--- config.mk ---
export PLATFORM = sky130hd
export DESIGN_NAME = brth_seq_top
export DESIGN_NICKNAME = d
export VERILOG_FILES = /design/src/rtl/brth_pkg.sv /design/src/rtl/brth_interp.sv /design/src/rtl/brth_step.sv /design/src/rtl/brth_seq_top.sv
export SDC_FILE = /design/constraint.sdc
export NUM_CORES = 1
export LEC_CHECK = 0
export ABC_AREA = 0
export BUFFER_PORTS_ARGS = -buffer_cell sky130_fd_sc_hd__buf_2
export CAP_MARGIN = 20
export CORE_MARGIN = 2
export CORE_UTILIZATION = 30
export DETAILED_ROUTE_END_ITERATION = 6
export GPL_ROUTABILITY_DRIVEN = 0
export SLEW_MARGIN = 20
export SYNTH_ARGS = -nofsm -noshare
export SYNTH_HDL_FRONTEND = slang
export SYNTH_SLANG_ARGS = --single-unit
--- constraint.sdc ---
create_clock -name clk_i -period 36 [get_ports clk_i]
set_input_delay 5.4 -clock clk_i [delete_from_list [all_inputs] [get_ports clk_i]]
set_output_delay 5.4 -clock clk_i [all_outputs]
set_load 0.02 [all_outputs]
--- src/rtl/brth_pkg.sv ---
package brth_pkg;
    typedef enum logic [1:0] {
        PH_RISE = 2'd0,
        PH_HIGH = 2'd1,
        PH_FALL = 2'd2,
        PH_LOW  = 2'd3
    } brth_phase_e;
endpackage

--- src/rtl/brth_interp.sv ---
module brth_interp
    import brth_pkg::*;
#(
    parameter int BW = 8,
    parameter int TW = 8
) (
    input  brth_phase_e    phase_i,
    input  logic [TW-1:0]  cnt_i,
    input  logic [TW-1:0]  dur_rise_i,
    input  logic [TW-1:0]  dur_fall_i,
    input  logic [BW-1:0]  hi_i,
    input  logic [BW-1:0]  lo_i,
    output logic [BW-1:0]  val_o
);
    localparam int PW = BW + TW;

    logic [BW-1:0] span;
    logic [TW-1:0] dur_sel;
    logic [PW-1:0] prod;
    logic [PW-1:0] quo;
    logic [BW-1:0] frac;

    always_comb begin
        span    = hi_i - lo_i;
        dur_sel = (phase_i == PH_FALL) ? dur_fall_i : dur_rise_i;
        prod    = PW'(span) * PW'(cnt_i);
        quo     = (dur_sel == '0) ? PW'(span) : prod / PW'(dur_sel);
        frac    = BW'(quo);
        unique case (phase_i)
            PH_RISE: val_o = lo_i + frac;
            PH_HIGH: val_o = hi_i;
            PH_FALL: val_o = hi_i - frac;
            default: val_o = lo_i;
        endcase
    end
endmodule

--- src/rtl/brth_step.sv ---
module brth_step #(
    parameter int BW = 8
) (
    input  logic [BW-1:0] cur_i,
    input  logic [BW-1:0] target_i,
    output logic [BW-1:0] nxt_o
);
    always_comb begin
        if (cur_i < target_i)
            nxt_o = cur_i + BW'(1);
        else if (cur_i > target_i)
            nxt_o = cur_i - BW'(1);
        else
            nxt_o = cur_i;
    end
endmodule

--- src/rtl/brth_seq_top.sv ---
module brth_seq_top
    import brth_pkg::*;
#(
    parameter int BW = 8,
    parameter int TW = 8,
    parameter int RW = 12
) (
    input  logic          clk_i,
    input  logic          rst_ni,
    input  logic          pat_en_i,
    input  logic          auto_mode_i,
    input  logic          run_i,
    input  logic          status_rd_i,
    input  logic          tick_i,
    input  logic [BW-1:0] hi_lvl_i,
    input  logic [BW-1:0] lo_lvl_i,
    input  logic [TW-1:0] dur_rise_i,
    input  logic [TW-1:0] dur_on_i,
    input  logic [TW-1:0] dur_fall_i,
    input  logic [TW-1:0] dur_off_i,
    input  logic [1:0]    loop_start_i,
    input  logic [1:0]    loop_end_i,
    input  logic [RW-1:0] repeat_i,
    input  logic          man_switch_i,
    input  logic          ramp_en_i,
    output logic [BW-1:0] level_o,
    output logic          done_o
);
    typedef struct packed {
        brth_phase_e   phase;
        logic [TW-1:0] cnt;
        logic [RW-1:0] loops;
        logic          running;
        logic          done;
    } seq_t;

    seq_t          seq_d, seq_q;
    logic [BW-1:0] level_d, level_q;
    logic [TW-1:0] cur_dur;
    brth_phase_e   end_ph;
    logic [1:0]    ph_inc;
    logic [RW-1:0] loops_inc;
    logic          done_set;
    logic [BW-1:0] ramp_val;
    logic [BW-1:0] man_target;
    logic [BW-1:0] man_next;

    always_comb begin
        unique case (seq_q.phase)
            PH_RISE: cur_dur = dur_rise_i;
            PH_HIGH: cur_dur = dur_on_i;
            PH_FALL: cur_dur = dur_fall_i;
            default: cur_dur = dur_off_i;
        endcase
    end

    // Sequencing: phase, tick count, loop count, run and done flags
    always_comb begin
        seq_d     = seq_q;
        done_set  = 1'b0;
        end_ph    = (loop_end_i == 2'b00) ? PH_LOW : PH_HIGH;
        ph_inc    = seq_q.phase + 2'd1;
        loops_inc = seq_q.loops + RW'(1);
        if (!pat_en_i) begin
            seq_d.running = 1'b0;
            seq_d.done    = 1'b0;
        end else if (!auto_mode_i) begin
            seq_d.running = 1'b0;
        end else if (run_i) begin
            seq_d.running = 1'b1;
            seq_d.done    = 1'b0;
            seq_d.loops   = '0;
            seq_d.phase   = brth_phase_e'(loop_start_i);
            seq_d.cnt     = '0;
        end else if (seq_q.running) begin
            if (seq_q.cnt == cur_dur) begin
                if (seq_q.phase == end_ph) begin
                    seq_d.loops = loops_inc;
                    if (repeat_i != '0 && loops_inc == repeat_i) begin
                        seq_d.running = 1'b0;
                        seq_d.done    = 1'b1;
                        done_set      = 1'b1;
                    end else begin
                        seq_d.phase = brth_phase_e'(loop_start_i);
                        seq_d.cnt   = '0;
                    end
                end else begin
                    seq_d.phase = brth_phase_e'(ph_inc);
                    seq_d.cnt   = '0;
                end
            end else if (tick_i) begin
                seq_d.cnt = seq_q.cnt + TW'(1);
            end
        end
        if (status_rd_i && !done_set)
            seq_d.done = 1'b0;
    end

    brth_interp #(.BW(BW), .TW(TW)) u_interp (
        .phase_i    (seq_d.phase),
        .cnt_i      (seq_d.cnt),
        .dur_rise_i (dur_rise_i),
        .dur_fall_i (dur_fall_i),
        .hi_i       (hi_lvl_i),
        .lo_i       (lo_lvl_i),
        .val_o      (ramp_val)
    );

    assign man_target = man_switch_i ? hi_lvl_i : lo_lvl_i;

    brth_step #(.BW(BW)) u_step (
        .cur_i    (level_q),
        .target_i (man_target),
        .nxt_o    (man_next)
    );

    // Output level selection
    always_comb begin
        level_d = level_q;
        if (!pat_en_i)
            level_d = '0;
        else if (!auto_mode_i) begin
            if (!ramp_en_i)
                level_d = man_target;
            else if (tick_i)
                level_d = man_next;
        end else if (seq_d.running)
            level_d = ramp_val;
    end

    always_ff @(posedge clk_i or negedge rst_ni) begin
        if (!rst_ni) begin
            seq_q   <= '{phase: PH_RISE, cnt: '0, loops: '0, running: 1'b0, done: 1'b0};
            level_q <= '0;
        end else begin
            seq_q   <= seq_d;
            level_q <= level_d;
        end
    end

    assign level_o = level_q;
    assign done_o  = seq_q.done;
endmodule

After elaboration in Yosys (flattened, before gate mapping)
Cells that the tools add are included. Widths: inputs -> output; s select.

Divide/modulo/power cells: 1. Reductions and logical operators: 14. Eq/ne operators: 15. Add/sub/neg operators: 8. Multiplexer cells: 36. Order comparisons: 2. Multiply operators: 1.

Operator list (number): $mux 8 (12); $mux 24 (2); $pmux 8 s3 (2); $mux 22 (2); $mux 14 (2); $mux 10 (2); $add 8x1->8 const B (2); $div 16x8->16 (1); $mul 8x8->16 (1); $ne 4x1->1 const B (4); $sub 8x8->8 (2); $add 12x1->12 const B (1); $eq 12x12->1 (1); $reduce_bool 12->1 (1); $mux 1 (10); $reduce_and 5->1 (2); $add 8x8->8 (1); $eq 8x8->1 (1); $gt 8x8->1 (1); $logic_not 8->1 (1); $lt 8x8->1 (1); $mux 2 (4); $sub 8x1->8 const B (1); $logic_not 2->1 (3); other kinds (12) (17).

Logic and storage cells: 83. Flip-flop bits (word level): 32. Input port bits: 73. Output and inout bits: 9.

Longest topological paths before layout
Depth after elaboration: 19. Depth in mapped cells: 238. Gate-level depth less buffers: 227.

By module
A second synthesis with hierarchy kept.

Cells, all modules: 1647. Area, all modules: 12599.6 µm².

Modules (own cells, without submodules): brth_interp (seq. area each 0.0 µm², area each 8843.5 µm², cells an instance 1171, times used 1); brth_seq_top (seq. area each 800.8 µm², area each 3091.7 µm², cells an instance 376, times used 1); brth_step (seq. area each 0.0 µm², area each 664.4 µm², cells an instance 100, times used 1).

Worst setup path after synthesis
No wires, ideal clock.

Kind: input-to-reg. Start: in repeat_i[7]. End: reg level_q[7], in the netlist level_o[7]. Stages on the path: 228. Arrival: 43.761 ns. Path slack: -7.885 ns. Data required time: 35.875 ns. Path through: xnor2_1 > a21oi_1 > nand4b_1 > or4_1 > or4_4 > o21ai_0 > a21oi_1 > o21ai_0 > a21oi_1 > or2_2 > fa_1 > inv_1 > fa_1 > ha_1 > inv_1 > fa_1 > inv_1 > ha_1 > (+192 left out) > nand2b_1 > a21oi_1 > and3_1 > nand2_1 > o31a_1 > ha_1 > a21o_1 > a21oi_1 > o21bai_1 > a21oi_1 > o21bai_1 > a21oi_1 > xnor2_1 > xnor2_1 > nand2_1 > a21oi_1 > o41ai_1 > mux2_2.

RTL lines: start, declared (line brth_seq_top.sv:23) `input logic [RW-1:0] repeat_i,`; end signal, assigned (line brth_seq_top.sv:137) `level_q <= level_d;`; end, declared (line brth_seq_top.sv:38) `logic [BW-1:0] level_d, level_q;`.

Worst setup path after layout
Start: in repeat_i[4]. End: reg level_q[6], in the netlist level_o[6].

Cells in the longest elaborated chain, start to end: 18. Elaborated cells on any way between the ends: 32. Classes of those cells: add/sub (2); mul (1); div (1); eq/ne (4); mux (19); reduce/logical (5).

RTL lines: $eq 12x12->1 / $reduce_bool 12->1 (equally long branches) (line brth_seq_top.sv:79) `if (repeat_i != '0 && loops_inc == repeat_i) begin`; $logic_and 1x1->1 (*) (line brth_seq_top.sv:79); $mux 10 (line brth_seq_top.sv:79); $mux 10 (line brth_seq_top.sv:77) `if (seq_q.phase == end_ph) begin`; $mux 2 (line brth_seq_top.sv:76) `if (seq_q.cnt == cur_dur) begin`; $mux 24 (*) (line brth_seq_top.sv:75) `end else if (seq_q.running) begin`; $mux 24 (*) (line brth_seq_top.sv:69) `end else if (run_i) begin`; branches (longest 11 deep; another with $mul 8x8->16).

Every way passes the cells marked *. The select of a mux whose other input is x is not followed. A chain may end at the register's enable or synchronous reset.

==> reports/qor.csv <==
stage,metric,value,unit
routing,first_pass_iters,7,
hold_path,worstHoldPathType,register to register,
timing,min_period_over_period,116,%
synth,synth_edf_count,0,
floorplanning,initial_utilization,30.5,%
setup_path,crit_slowest_cell,or4_4,
clocking,path_clk_slew,0.06,ns
placement,pre_cts_ws,-5.73,ns
synth,synth_ff_type,dfrtp_1,
grt,gr-usage-all-layers,20.8,%
timing,tns,-43.80,ns
cells_and_area,nets,2450,
synth,yosysSeqAreaShare,6.97,%
clocking,cts.sinks,32,
synth,ys_ff_latch,32,
routing,drtIter0Drc,787,
setup_path,slowest_delay,0.53,ns
timing,slew_violations,0,
synth,synth_area_leaders,"ha_1 (19%), dfrtp_1 (7.0%), fa_1 (7.0%)",
cells_and_area,layout_common_cells,"buf_4 (582), ha_1 (164), nand2_1 (120)",
clocking,htree_levels,2,
clocking,cts_buffers,5,
routing,vias_per_cell,5.21,
synth,synthArstFlopShare,100,%
clocking,clock-root-buffer,clkbuf_16,
routing,route.detailed.drc,4,
job,maxCapViolCount,0,
grt,grt_overflow_total,0,
timing,worstMarginPinSlew,1.03,ns
timing,fmax,0.0239,GHz
cells_and_area,synthToLayoutAreaGrowth,57.5,%
setup_path,arrival,42.00,ns
grt,grt_start_max_net_pins,33,
synth,syn-cell-area,0.0115,mm²
clocking,insertion_delay,0.29,ns
setup_path,worst_ep_required_time,36.17,ns
setup_path,endpoint_kind,register,
setup_path,cp-start-kind,input pin,
timing,hold_viol_final,0,
grt,grt_pass1_vias,13900,
floorplanning,io_pins,82,
synth,netlist_instances,1510,
routing,wl_per_cell,15.9,µm
synth,synth_top_cell_area_share,19.5,%
cells_and_area,seqCellArea,801,µm²
synth,yosysTopAreaCell,ha_1,
synth,synthesis.nets,1802,
floorplanning,core-area,0.0377,mm²
floorplanning,dieArea,0.0399,mm²
grt,grt_pass1_wl,67900,µm
timing,whs,0.504,ns
routing,ant_nets,0,
timing,slew_headroom,29.9,%
synth,avgSynthCellArea,7.61,µm²
routing,wl,42500,µm
grt,antenna_found_initial,1,
timing,setup_slack,-5.83,ns
timing,period_needed,41.83,ns
floorplanning,die_width,200,µm
timing,rsz0062_at_grt,yes,
cells_and_area,n_fill_cell,3594,
synth,synth_cell_types,97,
clocking,clock_path_buffers,2,
cells_and_area,drive_above_1_share,44.0,%
cells_and_area,multi_input_area,0.0110,mm²
timing,final-setup-viol-count,8,
clocking,cts_tree,done,
placement,dp_hpwl,31400,µm
placement,port_buffers,81,
run_status,violations,"DRC, setup timing",
floorplanning,placementRows,71,
cells_and_area,antennaDiodeCount,0,
setup_path,cp_common_cell,o21a_1,
timing,fin_skew,0.0106,ns
routing,vias,13900,
floorplanning,fp.dieH,200,µm
synth,yosys_warnings,0,
clocking,cts_hold_buf,0,
run_status,status,finished with violations,
cells_and_area,final_common_cell,buf_4,
setup_path,path_max_fanout,6,
setup_path,crit_type,input pin to register,
## state kept, by name, summed over array words and instances (netlist names)
register,cells
seq_q,23
level_o,8
done_o,1
## worst paths after layout
check,to,slack [ns],start,cells past startpoint
max in group asynchronous,level_o[0],30.30,rst_ni,1
worst max register to register,level_o[6],-1.42,seq_q[3],217
worst max-delay path,level_o[6],-5.83,repeat_i[4],217
worst min register to register,seq_q[13],0.50,seq_q[13],1
worst min-delay path,seq_q[13],0.50,seq_q[13],1
min in group asynchronous,seq_q[3],5.19,rst_ni,1
## timing repair
action / in CTS / in global routing
endpoints found under the setup margin: 8 / 8
resized for setup: 61 / 107
pin swaps: 83 / 124
setup buffers: 159 / 42
## synthesized netlist by cell type (all sizes together), types with 6 or more instances
master  count
clkbuf     27
nor3       87
a31oi       9
or4         7
and3       11
mux2i      32
a21boi      6
a22o        9
nor2      145
o21a       63
o211ai     12
or2         6
o31ai      25
a211oi     15
buf        16
and2       23
nand4      13
nor2b      21
nand3      29
a21oi      77
o21ai      84
fa         40
mux2       35
xnor2      65
or3         9
o21bai     14
inv       122
a21o       34
a222oi      9
xor2       24
nand2b     18
ha        179
nand2     136
nor4       15
dfrtp      32
## routing by layer
metal,global-route usage [%],wire length [µm],vias to the layer above,part of all wire [%]
met3,2.11,1670,118,3.9
met2,37.5,21200,400,50
met4,7.38,1530,0,3.6
met5,0,0,-,0
met1,25.7,18000,6626,42
li1,-,-,6772,-
## per-stage QoR
stage / instance area, µm² / std cells / util (%)
6_report: 18100 / 2670 / 48.0
5_1_grt: 18100 / 2670 / 48.0
4_1_cts: 17400 / 2635 / 46.1
3_5_place_dp: 15800 / 2468 / 41.9
3_3_place_gp: 15800 / 2467 / 41.9
2_1_floorplan: 11900 / 1510 / -
## area by class of cell
| class | instances | area share [%] |
|---|---|---|
| Multi-Input combinational cell | 1313 | 60.7 |
| Inverter | 122 | 2.56 |
| Tap cell | 511 | 3.53 |
| Clock inverter | 2 | 0.194 |
| Clock buffer | 6 | 0.712 |
| Timing Repair Buffer | 684 | 27.8 |
| Sequential cell | 32 | 4.43 |
## worst max-delay path, delay by kind of cell
family | cells | cell delay [ns]
XOR/XNOR | 4 | 0.59
adder cells (fa/ha/maj) | 23 | 6.98
AND/OR/NAND/NOR | 68 | 10.29
multiplexers | 4 | 1.01
AO/OA/AOI/OAI | 107 | 16.62
buffers and inverters | 11 | 1.09
## cells by family after synthesis
family	after synthesis	share of synthesized area, %
XOR/XNOR	89	6.78
flip-flops	32	6.97
buffers and inverters	165	5.95
AND/OR/NAND/NOR	533	23.1
AO/OA/AOI/OAI	404	24.4
multiplexers	67	6.25
adder cells (fa/ha/maj)	220	26.5
Power is left out: the tool's default activity adds up to more than one toggle a clock period on the data nets, which glitch-free logic cannot reach.
